--- src/rtl/trap_entry_pkg.sv ---
package trap_entry_pkg;
  typedef struct packed {
    logic capture;
    logic savePc;
    logic saveNpc;
    logic commit;
  } trapStrobes_t;
endpackage

--- src/rtl/trap_entry_ctrl.sv ---
module trap_entry_ctrl
  import trap_entry_pkg::*;
(
  input  logic         clk,
  input  logic         rstN,
  input  logic         trapReq,
  input  logic         curEt,
  output trapStrobes_t strb,
  output logic         busy,
  output logic         errMode
);
  typedef enum logic [1:0] {S_IDLE, S_SAVE1, S_SAVE2, S_COMMIT} state_t;
  state_t state, stateNxt;
  logic   errSet;

  always_comb begin
    strb         = '0;
    strb.capture = (state == S_IDLE) && trapReq && curEt && !errMode;
    strb.savePc  = (state == S_SAVE1);
    strb.saveNpc = (state == S_SAVE2);
    strb.commit  = (state == S_COMMIT);
    errSet       = (state == S_IDLE) && trapReq && !curEt && !errMode;
    busy         = (state != S_IDLE);
  end

  always_comb begin
    stateNxt = state;
    case (state)
      S_IDLE:   if (strb.capture) stateNxt = S_SAVE1;
      S_SAVE1:  stateNxt = S_SAVE2;
      S_SAVE2:  stateNxt = S_COMMIT;
      default:  stateNxt = S_IDLE;
    endcase
  end

  always_ff @(posedge clk) begin
    if (!rstN) begin
      state   <= S_IDLE;
      errMode <= 1'b0;
    end else begin
      state <= stateNxt;
      if (errSet) errMode <= 1'b1;
    end
  end


  save_order_chk: assert property (@(posedge clk) disable iff (!rstN)
    strb.savePc |=> strb.saveNpc);

  commit_after_save_chk: assert property (@(posedge clk) disable iff (!rstN)
    strb.saveNpc |=> strb.commit);

  err_sticky_chk: assert property (@(posedge clk) disable iff (!rstN)
    errMode |=> errMode);

  err_no_entry_chk: assert property (@(posedge clk) disable iff (!rstN)
    (errMode && !busy) |=> !busy);

  one_strobe_chk: assert property (@(posedge clk) disable iff (!rstN)
    $onehot0({strb.savePc, strb.saveNpc, strb.commit}));
endmodule

--- src/rtl/trap_entry_dp.sv ---
module trap_entry_dp
  import trap_entry_pkg::*;
#(
  parameter int NWIN  = 8,
  parameter int XLEN  = 32,
  parameter int TTW   = 8,
  parameter int TTLSB = 4,
  localparam int CWPW  = $clog2(NWIN),
  localparam int TTMSB = TTLSB + TTW - 1
) (
  input  logic            clk,
  input  logic            rstN,
  input  trapStrobes_t    strb,
  input  logic [TTW-1:0]  trapNum,
  input  logic [XLEN-1:0] curPc,
  input  logic [XLEN-1:0] curNpc,
  input  logic [CWPW-1:0] curCwp,
  input  logic            curS,
  input  logic [XLEN-1:0] curTbr,
  output logic            rfWe,
  output logic [CWPW-1:0] rfWin,
  output logic [2:0]      rfReg,
  output logic [XLEN-1:0] rfData,
  output logic            stWe,
  output logic            newEt,
  output logic [CWPW-1:0] newCwp,
  output logic            newS,
  output logic            newPs,
  output logic [XLEN-1:0] newTbr,
  output logic [XLEN-1:0] newPc,
  output logic [XLEN-1:0] newNpc
);
  logic [XLEN-1:0] snapPc, snapNpc, snapTbr;
  logic [CWPW-1:0] snapWin;
  logic            snapS;
  logic [TTW-1:0]  snapTt;

  always_ff @(posedge clk) begin
    if (!rstN) begin
      snapPc  <= '0;
      snapNpc <= '0;
      snapTbr <= '0;
      snapWin <= '0;
      snapS   <= 1'b0;
      snapTt  <= '0;
    end else if (strb.capture) begin
      snapPc  <= curPc;
      snapNpc <= curNpc;
      snapTbr <= curTbr;
      snapWin <= curCwp - 1'b1;
      snapS   <= curS;
      snapTt  <= trapNum;
    end
  end

  always_comb begin
    rfWe   = strb.savePc | strb.saveNpc;
    rfWin  = snapWin;
    rfReg  = strb.savePc ? 3'd1 : 3'd2;
    rfData = strb.savePc ? snapPc : snapNpc;
  end

  always_comb begin
    stWe   = strb.commit;
    newEt  = 1'b0;
    newCwp = snapWin;
    newS   = 1'b1;
    newPs  = snapS;
    newTbr = snapTbr;
    newTbr[TTMSB:TTLSB] = snapTt;
    newTbr[TTLSB-1:0]   = '0;
    newPc  = newTbr;
    newNpc = newTbr + XLEN'(4);
  end


  save_window_stable_chk: assert property (@(posedge clk) disable iff (!rstN)
    strb.saveNpc |-> $stable(rfWin));

  commit_window_chk: assert property (@(posedge clk) disable iff (!rstN)
    strb.commit |-> newCwp == $past(rfWin));

  snapshot_hold_chk: assert property (@(posedge clk) disable iff (!rstN)
    (strb.saveNpc || strb.commit) |-> $stable(newTbr));
endmodule

--- src/rtl/trap_entry_seq.sv ---
module trap_entry_seq
  import trap_entry_pkg::*;
#(
  parameter int NWIN = 8,
  parameter int XLEN = 32,
  parameter int TTW  = 8,
  localparam int CWPW = $clog2(NWIN)
) (
  input  logic            clk,
  input  logic            rstN,
  input  logic            trapReq,
  input  logic [TTW-1:0]  trapNum,
  input  logic [XLEN-1:0] curPc,
  input  logic [XLEN-1:0] curNpc,
  input  logic [CWPW-1:0] curCwp,
  input  logic            curS,
  input  logic            curEt,
  input  logic [XLEN-1:0] curTbr,
  output logic            busy,
  output logic            errMode,
  output logic            rfWe,
  output logic [CWPW-1:0] rfWin,
  output logic [2:0]      rfReg,
  output logic [XLEN-1:0] rfData,
  output logic            stWe,
  output logic            newEt,
  output logic [CWPW-1:0] newCwp,
  output logic            newS,
  output logic            newPs,
  output logic [XLEN-1:0] newTbr,
  output logic [XLEN-1:0] newPc,
  output logic [XLEN-1:0] newNpc
);
  trapStrobes_t strb;

  trap_entry_ctrl u_ctrl (
    .clk(clk), .rstN(rstN), .trapReq(trapReq), .curEt(curEt),
    .strb(strb), .busy(busy), .errMode(errMode)
  );

  trap_entry_dp #(.NWIN(NWIN), .XLEN(XLEN), .TTW(TTW)) u_dp (
    .clk(clk), .rstN(rstN), .strb(strb), .trapNum(trapNum),
    .curPc(curPc), .curNpc(curNpc), .curCwp(curCwp), .curS(curS),
    .curTbr(curTbr), .rfWe(rfWe), .rfWin(rfWin), .rfReg(rfReg),
    .rfData(rfData), .stWe(stWe), .newEt(newEt), .newCwp(newCwp),
    .newS(newS), .newPs(newPs), .newTbr(newTbr), .newPc(newPc),
    .newNpc(newNpc)
  );


  write_only_busy_chk: assert property (@(posedge clk) disable iff (!rstN)
    rfWe |-> busy);

  commit_single_chk: assert property (@(posedge clk) disable iff (!rstN)
    stWe |=> !stWe);
endmodule

--- config.mk ---
export PLATFORM = sky130hd
export DESIGN_NAME = trap_entry_seq
export DESIGN_NICKNAME = d
export VERILOG_FILES = /design/src/rtl/trap_entry_pkg.sv /design/src/rtl/trap_entry_ctrl.sv /design/src/rtl/trap_entry_dp.sv /design/src/rtl/trap_entry_seq.sv
export SDC_FILE = /design/constraint.sdc
export NUM_CORES = 1
export LEC_CHECK = 0
export ABC_CLOCK_PERIOD_IN_PS = 4700
export BUFFER_PORTS_ARGS = -buffer_cell sky130_fd_sc_hd__buf_2
export CORE_AREA = 2 2 102 143
export DETAILED_ROUTE_END_ITERATION = 10
export DIE_AREA = 0 0 104 145
export PLACE_DENSITY = 0.7
export SLEW_MARGIN = 25
export SYNTH_ARGS = -nofsm -noshare
export SYNTH_HDL_FRONTEND = slang
export SYNTH_SLANG_ARGS = --single-unit
--- constraint.sdc ---
create_clock -name clk -period 4.7 [get_ports clk]
set_input_delay 0.235 -clock clk [delete_from_list [all_inputs] [get_ports clk]]
set_output_delay 0.235 -clock clk [all_outputs]
set_load 0.01 [all_outputs]
Yosys cells after proc, flatten, opt, wreduce, memory -nomap -nowiden. Index checks and enable logic that the tools add are counted.

Bits in writable memories: 0. Flip-flop bits (word level): 111. Output and inout bits: 144. Bits in read-only memories: 0. Memories kept: 0. Bits in latches: 0.

Add/sub/neg operators: 2. Magnitude comparators: 0. Div/mod/pow operators: 0. Equality and inequality tests: 4. Reductions and logical operators: 9. Shifts and indexed selects: 0. Multipliers: 0. Bitwise gates (word level): 1. Muxes and demuxes: 4.

Operator list (number): $add 32x3->32 const B (1); $mux 32 (1); $pmux 2 s3 (1); $logic_and 1x1->1 (5); $eq 2x2->1 const B (2); $mux 2 (2); $sub 3x1->3 const B (1); $eq 2x1->1 const B (1); $logic_not 1->1 (2); $logic_not 2->1 (1); $ne 2x2->1 const B (1); $reduce_bool 2->1 (1); $or 1x1->1 (1).

Depth between registers and ports, before layout. Gate-level depths: netlist of run 1.

Depth after elaboration: 6. Gate-level depth with buffers: 7. Mapped depth without buffers: 5.

Modules after synthesis. From an unflattened synthesis of run 1, not the netlist that was laid out.

Cell total of the unflattened synthesis: 449. Area total of the unflattened synthesis: 4784.6 um^2.

Modules (own cells, without submodules): trap_entry_dp (sequential area each 1921.8 um^2, area each 4599.4 um^2, times used 1, cells an instance 429); trap_entry_ctrl (sequential area each 60.1 um^2, area each 185.2 um^2, times used 1, cells an instance 20).

Worst setup path before layout of run 1. OpenSTA, ideal clock, no wires.

Path type: reg2out. Start: reg u_ctrl.state[1]. End: out rfData[10]. Cell stages (with the launch flop): 6. Data required time: 4465 ps. Path slack: 3113 ps. Arrival time: 1352 ps. Path through: dfxtp_1 -> inv_1 -> ha_1 -> clkbuf_1 -> buf_2 -> mux2_2.

RTL lines: start, declared (line trap_entry_ctrl.sv:13) `state_t state, stateNxt;`; start signal, assigned (line trap_entry_ctrl.sv:41) `state <= stateNxt;`; end, declared (line trap_entry_seq.sv:24) `output logic [XLEN-1:0] rfData,`.

Final worst setup path of run 1.
Start: reg u_ctrl.state[1]. End: out rfData[7].

Word-level cells in the longest chain between the ends: 2.

RTL lines: $eq 2x1->1 (line trap_entry_ctrl.sv:19) `strb.savePc = (state == S_SAVE1);`; $mux 32 (line trap_entry_dp.sv:60) `rfData = strb.savePc ? snapPc : snapNpc;`.

Every way passes these cells.

==> impl_metrics.json, run 1 <==
{
  "reg2reg_slack_ps": 2380,
  "dr.pass1.iters": 4,
  "grt_usage": 0.141,
  "critPathKind": "reg -> out",
  "fin_nets": 817,
  "critPathLaunchType": "flop",
  "ys_warn_count": 0,
  "r2r-start": "u_ctrl.state[0]$_SDFFE_PN0P_",
  "io_buffers": 228,
  "p_leak_nw": 2.81,
  "vdd_drop_max_uv": 149,
  "drc": 0,
  "clkSinkCount": 99,
  "dp_hpwl_mm": 7.41,
  "final_hold_viol_count": 0,
  "worstPathArrival_ps": 2170,
  "slew_headroom": 0.367,
  "first_iter_violations": 102,
  "maxSlewViolCount": 0,
  "avgSynthCellArea_um2": 8.52,
  "finalCriticalPeriod_ps": 2410,
  "fp.dieH_um": 145,
  "power.total_mw": 2.05,
  "crit_chain": "inv_1 -> ha_2 -> mux2_2 -> buf_2",
  "synth_top_area_share": 0.420,
  "max_stage_delay_ps": 810,
  "overflow": 0,
  "crit_buf_inv": 2,
  "yosysTopAreaCell": "dfxtp_1",
  "slowest_stage": "ha_2",
  "fmaxAchievable_mhz": 416,
  "wire_per_inst_um": 12.2,
  "cp-startpoint": "u_ctrl.state[1]$_SDFFE_PN0P_",
  "pre_cts_slack_ps": 2320,
  "syn_to_final_growth_pct": 21.7,
  "fin_worst_skew_ps": 7.13,
  "grt_pass1_wl_mm": 17.4,
  "timing.final.ws_setup_ps": 2290,
  "cts_setup_buffers": 0,
  "crit_required_ps": 4470,
  "wl_mm": 10.8,
  "maxCapViolCount": 0,
  "clk_pin_slew_worst_paths_ps": 70,
  "ant_nets": 0,
  "syn-cell-area_um2": 4720,
  "numCtsBuffers": 9,
  "final-setup-viol-count": 0,
  "p_per_area_nw_per_um2": 358,
  "min_path_type": "in -> reg",
  "cts_root_buffer": "clkbuf_16",
  "synth_cells": 554,
  "setup-tns-final_ps": 0,
  "rows": 51,
  "fin_area_um2": 5740,
  "critPathTopFamily": "adder cells",
  "cp-end-kind": "output pin",
  "first_global_vias": 3746,
  "yosysUniqueCellTypes": 22,
  "tightest_slew_ps": 949,
  "cts.htree.levels": 3,
  "clock_latency_ps": 330,
  "dpl_cell_area_um2": 5430,
  "final_cell_mix": "228 x buf_2, 190 x nand2_1, 99 x dfxtp_1",
  "hold_buffers": 0,
  "num_io_pins": 256,
  "post-route-util": 0.417,
  "dieArea_um2": 15100,
  "ys_top_cells_by_area": "dfxtp_1 42%, nand2_1 15%, buf_4 14%, a21boi_1 13%, mux2_2 7.6%",
  "status": "finished clean",
  "layout_commonest_cell": "buf_2",
  "core_area_um2": 13800,
  "min_from": "curPc[24]",
  "num_vias": 3954,
  "vias_per_cell": 4.45,
  "grt_max_degree": 101,
  "start_util": 0.342,
  "antenna_cells": 0,
  "globalplace.congestion": 0.755,
  "ctsResizeCount": 0,
  "antenna_found_initial": 1,
  "cts_buffer_depth": 2,
  "die_w_um": 104,
  "yosys_register_bits": 99,
  "yosysSeqAreaShare": 0.420,
  "grt_setup_unrepaired": "false",
  "critPathMaxFanout": 34,
  "cts_tree": "built",
  "fill_cells": 1489,
  "post-route-period-util": 0.512,
  "drive_gt1_frac": 0.399
}
registers in the layout (all words and copies together) (netlist names):
register,cells
u_dp.snapTt,8
u_ctrl.errMode,1
u_ctrl.state,2
u_dp.snapTbr,20
u_dp.newPs,1
u_dp.snapNpc,32
u_dp.snapPc,32
u_dp.newCwp,3
Yosys cell counts:
cell type	count
ha_1	6
nand2b_1	1
mux2_2	32
a21boi_1	84
xnor2_1	1
nand2_1	190
a21oi_1	1
conb_1	2
nor2_1	1
buf_4	85
dfxtp_1	99
inv_1	6
buf_2	12
nand4_1	1
o21a_1	1
clkbuf_1	14
and4b_1	1
nand3_1	1
o21ai_0	2
a21boi_0	10
o211a_1	3
nand4b_1	1
routing by layer:
layer | wire [µm] | global-route usage | vias up
li1 | - | - | 1978
met5 | 16 | 0 | -
met3 | 744 | 0.0422 | 16
met1 | 4170 | 0.144 | 1813
met2 | 5660 | 0.265 | 145
met4 | 221 | 0.0554 | 2
logic make-up (layout without fill, tap and decap cells):
family / after synthesis / in the layout / synth area share
and+or+nand+nor: 196 / 196 / 0.160
adders and majority gates: 6 / 6 / 0.0159
xor gates and xnor gates: 1 / 1 / 0.00186
other: 2 / 15 / 0.00159
buffers and inverters: 117 / 254 / 0.164
DFF: 99 / 99 / 0.420
AOI/OAI and AO/OA: 101 / 101 / 0.161
muxes: 32 / 32 / 0.0764
per-stage QoR:
| stage | hold slack (ps) | instances |
|---|---|---|
| after floorplan | 370 | 567 |
| after global placement | 438 | 873 |
| after detailed placement | 442 | 873 |
| after CTS | 113 | 889 |
| after global routing | 111 | 889 |
| final | 127 | 889 |
tightest hold or removal path: stages:
cell and delay (ps):
buf_2 90, nand2_1 40, a21boi_1 50
power by group:
part | internal [mW] | switching, mW | leakage [nW]
sequential | 0.890 | 0.0297 | 0.807
combinational | 0.152 | 0.190 | 1.85
clock | 0.469 | 0.323 | 0.157
final timing paths:
| check | to | cells past startpoint |
|---|---|---|
| setup / recovery | rfData[7] | 4 |
| hold / removal | u_dp.snapPc[24]$_SDFFE_PN0P_ | 3 |
| setup reg to reg | u_dp.snapPc[23]$_SDFFE_PN0P_ | 6 |
| hold reg to reg | u_dp.snapNpc[6]$_SDFFE_PN0P_ | 2 |
cell type report:
| type | count | area, µm² | share of cell area |
|---|---|---|---|
| clock inverters | 6 | 87.6 | 0.0153 |
| well taps | 185 | 231 | 0.0403 |
| clock buffers | 10 | 229 | 0.0399 |
| inverters | 6 | 22.5 | 0.00392 |
| multi-input cells | 351 | 2020 | 0.351 |
| flip-flops and latches | 99 | 1980 | 0.345 |
| repair buffers | 232 | 1170 | 0.204 |
(Power assumes the default switching activity.)
==> run 2: changes to the inputs <==
--- a/config.mk
+++ b/config.mk
@@ -5,12 +5,12 @@
 export SDC_FILE = /design/constraint.sdc
 export NUM_CORES = 1
 export LEC_CHECK = 0
-export ABC_CLOCK_PERIOD_IN_PS = 4700
+export ABC_CLOCK_PERIOD_IN_PS = 2000
 export BUFFER_PORTS_ARGS = -buffer_cell sky130_fd_sc_hd__buf_2
 export CORE_AREA = 2 2 102 143
 export DETAILED_ROUTE_END_ITERATION = 10
 export DIE_AREA = 0 0 104 145
-export PLACE_DENSITY = 0.7
+export PLACE_DENSITY = 0.72
 export SLEW_MARGIN = 25
 export SYNTH_ARGS = -nofsm -noshare
 export SYNTH_HDL_FRONTEND = slang
==> constraint.sdc (replaced) <==
create_clock -name clk -period 2 [get_ports clk]
set_input_delay 0.1 -clock clk [delete_from_list [all_inputs] [get_ports clk]]
set_output_delay 0.1 -clock clk [all_outputs]
set_load 0.01 [all_outputs]
==> run 2 against run 1 <==
Net effect:
- non-clock buffer count up 80
- register-to-register slack got worse by 2000 ps
- final area up 15%
- critical path depth is the same
- critical path type unchanged
- clock power rose by 110%
- highest routed layer is now met4
- worst setup slack worse by 2100 ps
==> impl_metrics.json, run 2 (synthesized netlist as in run 1, its figures left out) <==
{
  "status": "finished clean",
  "cts_buffer_depth": 2,
  "fin_area_um2": 6580,
  "clock_latency_ps": 340,
  "dp_hpwl_mm": 7.59,
  "dr.pass1.iters": 4,
  "grt_setup_unrepaired": "false",
  "fmaxAchievable_mhz": 550,
  "critPathTopFamily": "flip-flops",
  "cts_root_buffer": "clkbuf_16",
  "num_vias": 4236,
  "overflow": 0,
  "highest_layer": "met4",
  "critPathLaunchType": "flop",
  "wl_met3_um": 622,
  "wl_mm": 12.1,
  "final_hold_viol_count": 0,
  "clkSinkCount": 99,
  "grt_usage": 0.157,
  "drc": 0,
  "reg_top3": "u_dp.snapNpc (32), u_dp.snapPc (32), u_dp.snapTbr (20)",
  "maxCapViolCount": 0,
  "ant_nets": 0,
  "setup-tns-final_ps": 0,
  "final-setup-viol-count": 0,
  "drive_gt1_frac": 0.363,
  "intPower_mw": 3.54,
  "max_stage_delay_ps": 410,
  "dpl_cell_area_um2": 5530,
  "numCtsBuffers": 9,
  "worstPathArrival_ps": 1720,
  "timing.final.ws_setup_ps": 182,
  "syn_to_final_growth_pct": 39.4,
  "layout_commonest_cell": "buf_2",
  "grt_max_degree": 101,
  "io_buffers": 228,
  "vias_per_cell": 4.37,
  "post-route-util": 0.477,
  "slowest_stage": "dfxtp_1",
  "pre_cts_slack_ps": 344,
  "p_per_area_nw_per_um2": 734,
  "die_w_um": 104,
  "fin_nets": 897,
  "maxSlewViolCount": 0,
  "p_clk_frac": 0.350,
  "core_area_um2": 13800,
  "first_iter_violations": 133,
  "fp.dieH_um": 145,
  "crit_required_ps": 1900,
  "finalCriticalPeriod_ps": 1820,
  "ctsResizeCount": 0,
  "critPathKind": "reg -> out",
  "grt_pass1_wl_mm": 19.5,
  "seq_power_share": 0.448,
  "power.total_mw": 4.83,
  "clk_pin_slew_worst_paths_ps": 60,
  "min_path_type": "in -> reg",
  "p_leak_nw": 3.15,
  "power.switching_mw": 1.29,
  "first_global_vias": 4133,
  "crit_buf_inv": 2,
  "drt-met1-wl_mm": 4.74,
  "crit_chain": "ha_2 -> buf_12 -> mux2_2 -> buf_2",
  "vdd_drop_max_uv": 354,
  "cts.htree.levels": 3,
  "rows": 51,
  "swShare": 0.267,
  "cp-end-kind": "output pin",
  "post-route-period-util": 0.909,
  "dieArea_um2": 15100,
  "final_cell_mix": "228 x buf_2, 190 x nand2_1, 99 x dfxtp_1",
  "fin_worst_skew_ps": 7.67,
  "num_io_pins": 256,
  "start_util": 0.342,
  "wl_met2_mm": 6.39,
  "antenna_found_initial": 1,
  "p_comb_frac": 0.201,
  "cts_tree": "built",
  "wire_per_inst_um": 12.4,
  "critPathMaxFanout": 27,
  "globalplace.congestion": 0.761
}
==> run 2: path summary, 6_finish.rpt <==
| kind | start | to | slack [ps] | depth (start not counted) |
|---|---|---|---|---|
| worst min register to register | u_dp.newPs$_SDFFE_PN0P_ | u_dp.newPs$_SDFFE_PN0P_ | 450 | 2 |
| worst max register to register | u_ctrl.state[0]$_SDFFE_PN0P_ | u_dp.snapNpc[11]$_SDFFE_PN0P_ | 340 | 6 |
| worst max-delay path | u_ctrl.state[0]$_SDFFE_PN0P_ | rfData[6] | 180 | 4 |
| worst min-delay path | curPc[7] | u_dp.snapPc[7]$_SDFFE_PN0P_ | 10 | 3 |
==> run 2: routing by layer <==
layer / vias up / GRT usage
li1: 2135 / -
met1: 1937 / 0.163
met2: 145 / 0.302
met3: 19 / 0.0238
met4: 0 / 0.0743
met5: - / 0
==> run 2: stage by stage <==
step / instances / hold WS, ps
3_3_place_gp: 877 / 340
2_1_floorplan: 567 / 235
3_5_place_dp: 877 / 346
6_report: 969 / 12.9
4_1_cts: 968 / 0.359
5_1_grt: 969 / 9.89
==> run 2: power groups by stage <==
stage / Sequential (mW) / Combinational [mW] / Clock, mW
2_1_floorplan: 2.22 / 0.599 / 0
3_3_place_gp: 2.20 / 0.851 / 0
3_5_place_dp: 2.21 / 0.860 / 0
4_1_cts: 2.16 / 0.979 / 1.77
5_1_grt: 2.18 / 1.07 / 1.84
6_report: 2.16 / 0.972 / 1.69
==> run 2: repair_timing <==
item	in CTS	in global routing
hold buffers	76	0
endpoints found under the hold margin	76	0
buffers inserted	0	0
setup endpoints to repair	0	0
==> run 2: layout make-up <==
class	count	area [µm²]
Fill cell	1324	7210
Timing Repair Buffer	312	2040
Multi-Input combinational cell	351	2020
Sequential cell	99	1980
Tap cell	185	231
Clock buffer	10	229
Clock inverter	5	55.1
Inverter	6	22.5
Antenna cell	1	2.50
==> run 2: worst reg2reg max path, stage by stage, from the launching register on <==
cell	delay, ps
dfxtp_1	410
inv_1	90
ha_1	280
nand4b_1	270
buf_12	260
nand2_1	110
a21boi_1	160
